File: src/rtl/page_wbuf_pkg.sv
package page_wbuf_pkg;

  // Slot count actually built: the reduced variant always uses four slots.
  function automatic int slot_count(input int simple, input int depth);
    return (simple != 0) ? 4 : depth;
  endfunction

  // Width needed to hold the values 0..n.
  function automatic int span_bits(input int n);
    return (n < 1) ? 1 : $clog2(n + 1);
  endfunction

endpackage

File: src/rtl/pwb_queue.sv
module pwb_queue #(
  parameter int AW    = 32,
  parameter int DW    = 32,
  parameter int DEPTH = 6,
  localparam int BW   = DW / 8,
  localparam int PW   = (DEPTH > 1) ? $clog2(DEPTH) : 1,
  localparam int CW   = page_wbuf_pkg::span_bits(DEPTH)
) (
  input  logic                     clk,
  input  logic                     rst_n,
  input  logic                     push,
  input  logic [AW-1:0]            push_addr,
  input  logic [DW-1:0]            push_data,
  input  logic [BW-1:0]            push_be,
  input  logic                     pop,
  output logic [AW-1:0]            head_addr,
  output logic [DW-1:0]            head_data,
  output logic [BW-1:0]            head_be,
  output logic                     full,
  output logic                     empty,
  output logic [CW-1:0]            count,
  output logic [PW-1:0]            rd_ptr,
  output logic [DEPTH-1:0][AW-1:0] ent_addr,
  output logic [DEPTH-1:0][DW-1:0] ent_data,
  output logic [DEPTH-1:0][BW-1:0] ent_be
);

  logic [PW-1:0] wr_ptr_q, wr_ptr_d;
  logic [PW-1:0] rd_ptr_q, rd_ptr_d;
  logic [CW-1:0] cnt_q, cnt_d;
  logic          do_push, do_pop;

  logic [DEPTH-1:0][AW-1:0] addr_q;
  logic [DEPTH-1:0][DW-1:0] data_q;
  logic [DEPTH-1:0][BW-1:0] be_q;

  function automatic logic [PW-1:0] bump(input logic [PW-1:0] p);
    return (p == PW'(DEPTH - 1)) ? '0 : p + PW'(1);
  endfunction

  assign full    = (cnt_q == CW'(DEPTH));
  assign empty   = (cnt_q == '0);
  assign do_push = push & ~full;
  assign do_pop  = pop & ~empty;

  always_comb begin
    wr_ptr_d = wr_ptr_q;
    rd_ptr_d = rd_ptr_q;
    cnt_d    = cnt_q;
    if (do_push) wr_ptr_d = bump(wr_ptr_q);
    if (do_pop)  rd_ptr_d = bump(rd_ptr_q);
    case ({do_push, do_pop})
      2'b10:   cnt_d = cnt_q + CW'(1);
      2'b01:   cnt_d = cnt_q - CW'(1);
      default: cnt_d = cnt_q;
    endcase
  end

  always_ff @(posedge clk or negedge rst_n) begin
    if (!rst_n) begin
      wr_ptr_q <= '0;
      rd_ptr_q <= '0;
      cnt_q    <= '0;
    end else begin
      wr_ptr_q <= wr_ptr_d;
      rd_ptr_q <= rd_ptr_d;
      cnt_q    <= cnt_d;
    end
  end

  // Payload storage: written only on an accepted store, no reset needed.
  for (genvar s = 0; s < DEPTH; s++) begin : g_slot
    logic slot_we;
    assign slot_we = do_push && (wr_ptr_q == PW'(s));
    always_ff @(posedge clk) begin
      if (slot_we) begin
        addr_q[s] <= push_addr;
        data_q[s] <= push_data;
        be_q[s]   <= push_be;
      end
    end
  end

  assign head_addr = addr_q[rd_ptr_q];
  assign head_data = data_q[rd_ptr_q];
  assign head_be   = be_q[rd_ptr_q];
  assign count     = cnt_q;
  assign rd_ptr    = rd_ptr_q;
  assign ent_addr  = addr_q;
  assign ent_data  = data_q;
  assign ent_be    = be_q;

  assert_count_bound_R2: assert property (@(posedge clk) disable iff (!rst_n)
    cnt_q <= CW'(DEPTH));

  assert_count_track_R10: assert property (@(posedge clk) disable iff (!rst_n)
    (push && pop && !full && !empty) |=> cnt_q == $past(cnt_q));

endmodule

File: src/rtl/pwb_drain.sv
module pwb_drain #(
  parameter int AW          = 32,
  parameter int PAGE_BITS   = 12,
  parameter int SLOW_CYCLES = 5,
  parameter bit SIMPLE      = 1'b0,
  localparam int EW         = page_wbuf_pkg::span_bits(SLOW_CYCLES),
  localparam int GW         = AW - PAGE_BITS
) (
  input  logic          clk,
  input  logic          rst_n,
  input  logic          empty,
  input  logic [AW-1:0] head_addr,
  input  logic          mem_ready,
  output logic          mem_valid,
  output logic          pop
);

  localparam logic [EW-1:0] WAIT_MAX = EW'(SLOW_CYCLES - 1);

  logic [EW-1:0] elapsed_q, elapsed_d;
  logic [GW-1:0] last_pg_q, last_pg_d;
  logic          seen_q, seen_d;
  logic          same_pg;
  logic [EW-1:0] need;
  logic [GW-1:0] head_pg;

  assign head_pg = head_addr[AW-1:PAGE_BITS];

  if (SIMPLE) begin : g_flat
    assign same_pg = 1'b0;
  end else begin : g_paged
    assign same_pg = seen_q && (head_pg == last_pg_q);
  end

  assign need      = same_pg ? '0 : WAIT_MAX;
  assign mem_valid = ~empty && (elapsed_q >= need);
  assign pop       = mem_valid & mem_ready;

  always_comb begin
    elapsed_d = elapsed_q;
    last_pg_d = last_pg_q;
    seen_d    = seen_q;
    if (pop) begin
      elapsed_d = '0;
      last_pg_d = head_pg;
      seen_d    = 1'b1;
    end else if (!empty && elapsed_q < WAIT_MAX) begin
      elapsed_d = elapsed_q + EW'(1);
    end
  end

  always_ff @(posedge clk or negedge rst_n) begin
    if (!rst_n) begin
      elapsed_q <= '0;
      last_pg_q <= '0;
      seen_q    <= 1'b0;
    end else begin
      elapsed_q <= elapsed_d;
      last_pg_q <= last_pg_d;
      seen_q    <= seen_d;
    end
  end

  // Independent wait tracker for the slow-drain check.
  logic [15:0] chk_wait;
  always_ff @(posedge clk or negedge rst_n) begin
    if (!rst_n)                             chk_wait <= '0;
    else if (pop)                           chk_wait <= '0;
    else if (!empty && chk_wait != 16'hFFFF) chk_wait <= chk_wait + 16'd1;
  end

  assert_slow_wait_R5: assert property (@(posedge clk) disable iff (!rst_n)
    (mem_valid && !same_pg) |-> (chk_wait >= 16'(SLOW_CYCLES - 1)));

  assert_hold_offer_R7: assert property (@(posedge clk) disable iff (!rst_n)
    (mem_valid && !mem_ready) |=> (mem_valid && $stable(head_addr)));

endmodule

File: src/rtl/pwb_fwd.sv
module pwb_fwd #(
  parameter int AW    = 32,
  parameter int DW    = 32,
  parameter int DEPTH = 6,
  localparam int BW   = DW / 8,
  localparam int OFF  = (BW > 1) ? $clog2(BW) : 0,
  localparam int PW   = (DEPTH > 1) ? $clog2(DEPTH) : 1,
  localparam int CW   = page_wbuf_pkg::span_bits(DEPTH)
) (
  input  logic                     clk,
  input  logic                     rst_n,
  input  logic [DEPTH-1:0][AW-1:0] ent_addr,
  input  logic [DEPTH-1:0][DW-1:0] ent_data,
  input  logic [DEPTH-1:0][BW-1:0] ent_be,
  input  logic [PW-1:0]            rd_ptr,
  input  logic [CW-1:0]            count,
  input  logic [AW-1:0]            ld_addr,
  output logic [BW-1:0]            fwd_mask,
  output logic [DW-1:0]            fwd_data
);

  // Walk from oldest to youngest; a later match overwrites an earlier one.
  always_comb begin
    int idx;
    fwd_mask = '0;
    fwd_data = '0;
    for (int k = 0; k < DEPTH; k++) begin
      idx = int'(rd_ptr) + k;
      if (idx >= DEPTH) idx = idx - DEPTH;
      if ((k < int'(count)) && (ent_addr[idx][AW-1:OFF] == ld_addr[AW-1:OFF])) begin
        for (int b = 0; b < BW; b++) begin
          if (ent_be[idx][b]) begin
            fwd_mask[b]        = 1'b1;
            fwd_data[8*b +: 8] = ent_data[idx][8*b +: 8];
          end
        end
      end
    end
  end

  assert_fwd_zero_R8: assert property (@(posedge clk) disable iff (!rst_n)
    (count == '0) |-> (fwd_mask == '0 && fwd_data == '0));

endmodule

File: src/rtl/page_wbuf.sv
module page_wbuf #(
  parameter int ADDR_W      = 32,
  parameter int DATA_W      = 32,
  parameter int DEPTH       = 6,
  parameter int PAGE_BITS   = 12,
  parameter int SLOW_CYCLES = 5,
  parameter bit SIMPLE      = 1'b0,
  localparam int BE_W       = DATA_W / 8,
  localparam int SLOTS      = page_wbuf_pkg::slot_count(int'(SIMPLE), DEPTH),
  localparam int CNT_W      = page_wbuf_pkg::span_bits(SLOTS),
  localparam int PTR_W      = (SLOTS > 1) ? $clog2(SLOTS) : 1
) (
  input  logic              clk,
  input  logic              rst_n,
  input  logic              st_valid,
  input  logic [ADDR_W-1:0] st_addr,
  input  logic [DATA_W-1:0] st_data,
  input  logic [BE_W-1:0]   st_be,
  output logic              st_ready,
  input  logic [ADDR_W-1:0] ld_addr,
  output logic [BE_W-1:0]   ld_fwd_mask,
  output logic [DATA_W-1:0] ld_fwd_data,
  output logic              mem_valid,
  output logic [ADDR_W-1:0] mem_addr,
  output logic [DATA_W-1:0] mem_data,
  output logic [BE_W-1:0]   mem_be,
  input  logic              mem_ready,
  output logic              buf_full,
  output logic              buf_empty,
  output logic [CNT_W-1:0]  buf_count
);

  // Asynchronous assert, synchronous release.
  logic [1:0] rst_sync;
  logic       rst_l;
  always_ff @(posedge clk or negedge rst_n) begin
    if (!rst_n) rst_sync <= 2'b00;
    else        rst_sync <= {rst_sync[0], 1'b1};
  end
  assign rst_l = rst_sync[1];

  logic                            q_push, q_pop, q_full, q_empty;
  logic [CNT_W-1:0]                q_count;
  logic [PTR_W-1:0]                q_rd;
  logic [SLOTS-1:0][ADDR_W-1:0]    q_addr;
  logic [SLOTS-1:0][DATA_W-1:0]    q_data;
  logic [SLOTS-1:0][BE_W-1:0]      q_be;

  assign st_ready = ~q_full;
  assign q_push   = st_valid & st_ready;

  pwb_queue #(.AW(ADDR_W), .DW(DATA_W), .DEPTH(SLOTS)) u_queue (
    .clk(clk), .rst_n(rst_l),
    .push(q_push), .push_addr(st_addr), .push_data(st_data), .push_be(st_be),
    .pop(q_pop),
    .head_addr(mem_addr), .head_data(mem_data), .head_be(mem_be),
    .full(q_full), .empty(q_empty), .count(q_count), .rd_ptr(q_rd),
    .ent_addr(q_addr), .ent_data(q_data), .ent_be(q_be)
  );

  pwb_drain #(.AW(ADDR_W), .PAGE_BITS(PAGE_BITS), .SLOW_CYCLES(SLOW_CYCLES),
              .SIMPLE(SIMPLE)) u_drain (
    .clk(clk), .rst_n(rst_l),
    .empty(q_empty), .head_addr(mem_addr), .mem_ready(mem_ready),
    .mem_valid(mem_valid), .pop(q_pop)
  );

  pwb_fwd #(.AW(ADDR_W), .DW(DATA_W), .DEPTH(SLOTS)) u_fwd (
    .clk(clk), .rst_n(rst_l),
    .ent_addr(q_addr), .ent_data(q_data), .ent_be(q_be),
    .rd_ptr(q_rd), .count(q_count), .ld_addr(ld_addr),
    .fwd_mask(ld_fwd_mask), .fwd_data(ld_fwd_data)
  );

  assign buf_full  = q_full;
  assign buf_empty = q_empty;
  assign buf_count = q_count;

  // Second-oldest entry, used only by the back-to-back check.
  logic [PTR_W-1:0]  chk_nxt;
  logic [ADDR_W-1:0] chk_nxt_addr;
  assign chk_nxt      = (q_rd == PTR_W'(SLOTS - 1)) ? '0 : q_rd + PTR_W'(1);
  assign chk_nxt_addr = q_addr[chk_nxt];

  assert_full_ignore_R3: assert property (@(posedge clk) disable iff (!rst_l)
    (buf_full && !(mem_valid && mem_ready)) |=> (buf_count == $past(buf_count)));

  assert_back_to_back_R6: assert property (@(posedge clk) disable iff (!rst_l)
    (!SIMPLE && mem_valid && mem_ready && q_count > CNT_W'(1) &&
     chk_nxt_addr[ADDR_W-1:PAGE_BITS] == mem_addr[ADDR_W-1:PAGE_BITS]) |=> mem_valid);

endmodule

File: config.mk
export PLATFORM = sky130hd
export DESIGN_NAME = page_wbuf
export DESIGN_NICKNAME = d
export VERILOG_FILES = /design/src/rtl/page_wbuf_pkg.sv /design/src/rtl/pwb_queue.sv /design/src/rtl/pwb_drain.sv /design/src/rtl/pwb_fwd.sv /design/src/rtl/page_wbuf.sv
export SDC_FILE = /design/constraint.sdc
export NUM_CORES = 1
export LEC_CHECK = 0
export CAP_MARGIN = 20
export CORE_ASPECT_RATIO = 2
export CORE_MARGIN = 8
export CORE_UTILIZATION = 35
export DETAILED_ROUTE_END_ITERATION = 6
export DONT_BUFFER_PORTS = 1
export PLACE_DENSITY = 0.51
export SKIP_LAST_GASP = 1
export SLEW_MARGIN = 20
export SYNTH_ARGS = -nofsm -noshare
export SYNTH_HDL_FRONTEND = slang
export SYNTH_SLANG_ARGS = --single-unit
File: constraint.sdc
create_clock -name clk -period 9.65 [get_ports clk]
set_input_delay 0.4825 -clock clk [delete_from_list [all_inputs] [get_ports clk]]
set_output_delay 0.4825 -clock clk [all_outputs]
set_load 0.01 [all_outputs]
; Word level (Yosys, flattened, before mapping)
; Index checks and enable logic that the tools add are counted.
[totals]
regBits = 443
latch_bits = 0
ramBits = 0
romBits = 0
inputBits = 104
out_inout_bits = 111
word_cells = 236
memories = 0
[classes]
n_addsub = 16
n_mul = 0
div_mod_pow = 0
n_lt_le_gt_ge = 21
eq_ne = 16
shift = 0
n_mux = 132
bitwise_logic = 6
n_reduce_logical = 20
[ops]
columns = cell, count
row1 = 32-bit binary-select mux with 3-bit select, 14
row2 = 32-bit two-way mux, 38
row3 = "32-bit by 5-bit < comparator with 1-bit output, second input constant", 6
row4 = 8-bit two-way mux, 24
row5 = 30-bit equality test, 6
row6 = "32-bit by 4-bit greater-or-equal comparator with 1-bit output, second input constant", 5
row7 = "32-bit by 4-bit subtractor with 32-bit output, second input constant", 5
row8 = 4-bit binary-select mux with 3-bit select, 7
row9 = 4-bit two-way mux, 19
row10 = 1-bit two-way mux, 24
row11 = 20-bit equality test, 1
row12 = 1-bit logical AND, 15
row13 = 3-bit two-way mux, 5
row14 = "3-bit by 1-bit adder with 3-bit output, second input constant", 4
row15 = "3-bit equality test, second input constant", 4
row16 = "3-bit by 2-bit adder with 4-bit output, second input constant", 2
row17 = "3-bit by 3-bit adder with 4-bit output, second input constant", 2
row18 = "3-bit by 2-bit equality test with 1-bit output, second input constant", 2
row19 = 3-bit zero test, 2
row20 = "1-bit by 3-bit < comparator with 1-bit output, first input constant", 2
row21 = "2-bit by 3-bit < comparator with 1-bit output, first input constant", 2
row22 = "3-bit < comparator, first input constant", 2
row23 = 3-bit one-hot mux with 2 select lines, 1
row24 = "3-bit by 1-bit adder with 4-bit output, second input constant", 1
row25 = 13 further kinds, 18

; Longest topological paths before layout
[depth]
ltp_word = 18
ltp_mapped = 34
mapped_depth_nobuf = 16

; Cells and area by module
; Synthesis repeated with hierarchy kept, for this count alone.
[unflattened]
hier_cells = 3915
area_unflattened_um2 = 38981.1
[modules_own_cells]
columns = module, n_inst, cells_each, area_each_um2, seq_area_each_um2
row1 = pwb_fwd, 1, 2927, 21416.8, 0.0
row2 = pwb_queue, 1, 843, 16007.9, 12477.0
row3 = pwb_drain, 1, 140, 1492.7, 600.6
row4 = page_wbuf, 1, 5, 63.8, 50.0

; Worst setup path before layout
; No wires, ideal clock.
[synth_timing]
kind = register to register
from = reg u_queue.cnt_q[0], in the netlist u_queue.count[0]
to = reg u_queue.addr_q (netlist bit u_queue.ent_addr[160]), enable pin
setup_ns = 0.690
arrival_time_ns = 8.281
required_ns = 8.960
slack_ns = 0.679
path_stages_with_launch = 6
path_buffers = 0
synth_period_minus_slack_ns = 8.971
cell_sequence = dfrtp_1 inv_1 ha_1 nand2_1 nand2_1 nor4b_1
[synth_via]
elab_chain_cells = 5
[synth_lines]
columns = element, line
row1 = start: declaration, pwb_queue.sv:30  ; logic [CW-1:0] cnt_q, cnt_d;
row2 = start signal: assignment, pwb_queue.sv:67  ; cnt_q <= cnt_d;
row3 = 3-bit equality test *, pwb_queue.sv:41  ; assign full = (cnt_q == CW'(DEPTH));
row4 = 1-bit inverter *, page_wbuf.sv:49  ; assign st_ready = ~q_full;
row5 = named net st_ready, page_wbuf.sv:19  ; output logic st_ready,
row6 = 1-bit bitwise AND, page_wbuf.sv:50  ; assign q_push = st_valid & st_ready;
row7 = 1-bit bitwise AND *, pwb_queue.sv:43  ; assign do_push = push & ~full;
row8 = 1-bit logical AND *, pwb_queue.sv:74  ; assign slot_we = do_push && (wr_ptr_q == PW'(s));
row9 = named net u_queue.g_slot[5].slot_we, pwb_queue.sv:73  ; logic slot_we;
row10 = end signal: indexed assignment, pwb_queue.sv:77  ; addr_q[s] <= push_addr;
row11 = end: declaration, pwb_queue.sv:33  ; logic [DEPTH-1:0][AW-1:0] addr_q;
; The timed path passes the listed nets; every way through them passes the cells marked *.
; A chain may end at the register's enable or synchronous reset.

; Worst setup path in the final report
[layout_timing]
from = reg u_queue.rd_ptr_q[2], in the netlist u_queue.rd_ptr[2]
to = out ld_fwd_mask[3]
[layout_via]
elab_chain_cells = 18
word_cells_on_any_way = 83
classes_between = add/sub (11) / order compare (6) / eq/ne (6) / mux (54) / reduce/logical (6)
[layout_lines]
columns = element, line
row1 = start: declaration, pwb_queue.sv:29  ; logic [PW-1:0] rd_ptr_q, rd_ptr_d;
row2 = start signal: assignment, pwb_queue.sv:66  ; rd_ptr_q <= rd_ptr_d;
row3 = branches (longest 17 deep; another with 32-bit by 4-bit subtractor with 32-bit output), -
row4 = 4-bit two-way mux *, pwb_fwd.sv:30  ; if ((k < int'(count)) && (ent_addr[idx][AW-1:OFF] == ld_addr[AW-1:OFF])) begin
row5 = end: declaration, page_wbuf.sv:21  ; output logic [BE_W-1:0] ld_fwd_mask,
; Every way passes the cells marked *. The select of a mux whose other input is x is not followed.

==> results <==
- 215 I/O pins were placed.
- The die is 242 µm wide.
- The final number of max-transition violations is 0.
- CTS built an H-tree with a depth of 2.
- The wire length after detailed routing is 182,000 µm.
- The critical path is of the flop to primary output type.
- The post-cts resize count is 0.
- The number of global-route vias before repair was 32,100.
- The full die area is 113,000 µm².
- For this run, the post-layout net count is 3,741.
- In this run the critical register-to-register path is captured at u_queue.count[2].
- The worst setup path is captured at a primary output.
- The required time of the critical path is 9.17 ns.
- Detailed routing inserted a total of 33,300 vias.
- The number of core rows is 166.
- The worst setup path is launched from a flop.
- Adding up every negative setup slack in the final design gives 0 ns.
- The placer's final routability congestion estimate is 1.10.
- The average instance area after synthesis is 9.58 µm².
- The post-synthesis instance area is 35,800 µm².
- In this run the post-CTS setup repair buffer count came out at 0.
- The worst reg2reg path depth is 16.
- The clock period minus worst slack is 8.58 ns.
- The root cell of the clock tree is clkbuf_16.
- The worst slew slack as a fraction of its limit is 0.0559.
- Counting flops and latches in the post-synthesis netlist gives 443.
- The checks that failed: design-rule violations.
- The maximum achievable frequency is 117 MHz.
- Before antenna repair, the detailed router went through 7 iterations.
- The worst hold-check path type is input port to asynchronous set/reset pin.
- The detailed router finished its first iteration with 3,690 violations.
- The clock passes through at most 3 buffers.
- Of all cell types, the one taking the most synthesized area is edfxtp_1.
- The clock input transition at the sequential cells of the worst setup and hold paths is 0.06 ns.
- The first global-routing pass estimated 250,000 µm of wire.
- OpenSTA, run right after detailed placement, puts the worst setup slack at 1.98 ns.
- The floorplan die height is 468 µm.
- Data on the critical path arrives at its endpoint at 8.10 ns.
- The share of final-layout standard cells stronger than drive strength 1 is 0.132.
- The area of the core is 102,000 µm².
- The synthesis-to-finish area growth is 9.42%.
- For this run, design rule violations remaining after detail routing come to 1.
- The total number of yosys warnings is 0.
- The final count of negative-setup-slack endpoints is 0.
- For this run, the total global-route usage over all layers was measured as 0.307.
- The share of the Yosys chip area taken by registers is 0.367.
- TritonCTS built the clock tree.
- Setup repair after global routing left no endpoint under its margin.
- By area the synthesized netlist is led by edfxtp_1, mux2i_1, mux2_2.
- The endpoint of the most critical setup path is ld_fwd_mask[3].
- The clock latency reported for the late side of the worst-skew pair is 0.62 ns.
- On the worst path, the slowest cell contributes a delay of 1.12 ns.
- The starting density of the core is 0.351.
- Port buffering added 0 buffers.
- Once detail routing completed, the nets flagged for antenna violations numbered 0.
- The fraction of registers with async set or reset after synthesis is 0.0790.
- Synthesis produced a netlist whose cell count is 3,736.
- The prevailing post-synth register cell is edfxtp_1.
- By instance count, the leading cell after synthesis is edfxtp_1.
- The total count of hold-check failures in the final report was 0.
- The HPWL reported at the end of detailed placement is 129,000 µm.
- The total grt overflow is 0.
- The cell with the largest stage delay on the worst path is a311oi_1.
- The highest fanout seen on the critical path is 40.
- The setup slack after layout is 1.07 ns.
- The end-of-flow core utilization is 0.384.
- The transition time of the tightest slew-check pin is 1.41 ns.
- The critical path goes through clkinv_1, ha_4, a21boi_1, buf_4, buf_4, a211oi_1, a311oi_1, a311oi_1, a41oi_1, nand4_1, nor4_1, nand4_1, or2_1, nand2_1, or3_1.
- The number of buffers added by the clock tree synthesis step is 44.
- Entering global routing, the biggest net connects 131 pins.
- The average wire length per cell after detail routing is 36.3 µm.
- For this design, the CTS-stage hold fixing added 70 buffers.
- In the finished design, the share of the clock period the worst path needs comes to 0.889.
- After detailed routing, the number of vias per cell comes to 6.66.
- The slack of the worst reg-to-reg path is 3.09 ns.
- The count of flip-flops with a built-in enable after synthesis is 408.
- The run finished, with violations left.
- The area share of the largest cell type after synthesis is 0.342.
- The number of nets in the synthesized netlist is 3,857.
- The CTS sink count is 443.
- In this run the critical register-to-register path is launched from u_queue.rd_ptr[2].
- The unique cell type count in the Yosys netlist is 99.
- In this run the worst setup path begins at u_queue.rd_ptr[2].
- The number of antenna violations at the first check in global routing is 13.
- The number of max-cap violations is 0.
- The final worst clock skew is 0.0297 ns.
- After synthesis, the most frequently instantiated cells are edfxtp_1, nand2_1, mux2i_1.
[area by class of cell]
cell class,instances,area (µm²)
Fill cell,10100,62800
Tap cell,1344,1680
Clock inverter,23,188
Clock buffer,53,1130
Multi-Input combinational cell,2904,21200
Inverter,29,113
Antenna cell,10,25.0
Sequential cell,443,13100
Timing Repair Buffer,198,1750
[placed cells by master (no fill, tap or decap), types with 14 or more instances in the layout]
master | netlist | final
nand2b_1 | 24 | 23
and3_1 | 15 | 14
dlygate4sd3_1 | 0 | 70
clkbuf_16 | 0 | 44
edfxtp_1 | 408 | 408
mux4_2 | 64 | 64
xor2_1 | 81 | 81
a211oi_1 | 90 | 90
o21a_1 | 41 | 41
a211o_1 | 16 | 16
mux2i_1 | 380 | 378
inv_1 | 24 | 23
nand2_1 | 397 | 392
nor2_1 | 187 | 182
dfrtp_1 | 35 | 31
o211ai_1 | 30 | 30
o311ai_0 | 25 | 23
buf_4 | 9 | 120
xnor2_1 | 107 | 104
a311oi_1 | 14 | 14
o22ai_1 | 162 | 162
or4_1 | 33 | 33
o2111ai_1 | 15 | 14
a31oi_1 | 145 | 145
a21oi_1 | 89 | 88
mux2_2 | 154 | 154
or3_1 | 20 | 19
a22oi_1 | 37 | 37
o21ai_1 | 24 | 32
nor4_1 | 35 | 31
and2_1 | 15 | 14
nand4_1 | 46 | 46
nor3_1 | 127 | 125
o21ai_0 | 250 | 242
nand3_1 | 49 | 49
[metrics by stage]
stage / cell area, µm² / std cells / hold WS, ns
6_report: 39200 / 5004 / 0.0916
2_1_floorplan: 35800 / 3736 / 0.187
4_1_cts: 39100 / 4990 / 0.0504
5_1_grt: 39200 / 4996 / 0.0780
3_5_place_dp: 37100 / 4844 / 0.187
3_3_place_gp: 37100 / 4844 / 0.187
[worst min-delay path by stage]
stage / startpoint / endpoint / slack, ns / cells past startpoint
floorplan: rst_n / rst_sync[0] / 0.19 / 0
global placement: rst_n / rst_sync[1] / 0.19 / 0
detailed placement: rst_n / rst_sync[1] / 0.19 / 0
CTS: rst_n / rst_sync[0] / 0.05 / 1
global route: rst_n / rst_sync[0] / 0.08 / 1
finish: rst_n / rst_sync[0] / 0.09 / 1
[sequential cells by signal, summed over array words and instances, names as in the netlist]
signal / count
u_queue.ent_data: 192
u_queue.count: 3
u_drain.seen_q: 1
u_queue.ent_be: 24
u_drain.elapsed_q: 3
u_queue.ent_addr: 192
u_queue.wr_ptr_q: 3
u_queue.rd_ptr: 3
u_drain.last_pg_q: 20
rst_sync: 2
[per-layer routing]
layer,GRT usage,share of wire,vias to the layer above
li1,-,-,14300
met1,0.305,0.33,16500
met2,0.540,0.49,1844
met3,0.0781,0.083,624
met4,0.250,0.099,8
met5,0,0.00031,-
[kinds of logic (layout without fill, tap and decap cells)]
logic type	after synthesis	in the layout	synth area share
buffers and inverters	389	303	0.0498
AND/OR/NAND/NOR	995	995	0.130
adder cells (fa/ha/maj)	17	17	0.00594
multiplexers	601	601	0.196
flip-flops	443	443	0.367
other	1	11	0.000105
XOR/XNOR	189	189	0.0468
AO/OA/AOI/OAI	1101	1101	0.204
[worst max-delay path: cells and delay by family, from the launching register on]
family / cells / cell delay (ns)
and+or+nand+nor: 6 / 2.62
AOI/OAI and AO/OA: 5 / 2.13
buffers and inverters: 3 / 1.20
DFF: 1 / 0.95
adders and majority gates: 1 / 0.51
Power is left out: the tool's default activity adds up to more than one toggle a clock period on the data nets, which glitch-free logic cannot reach.
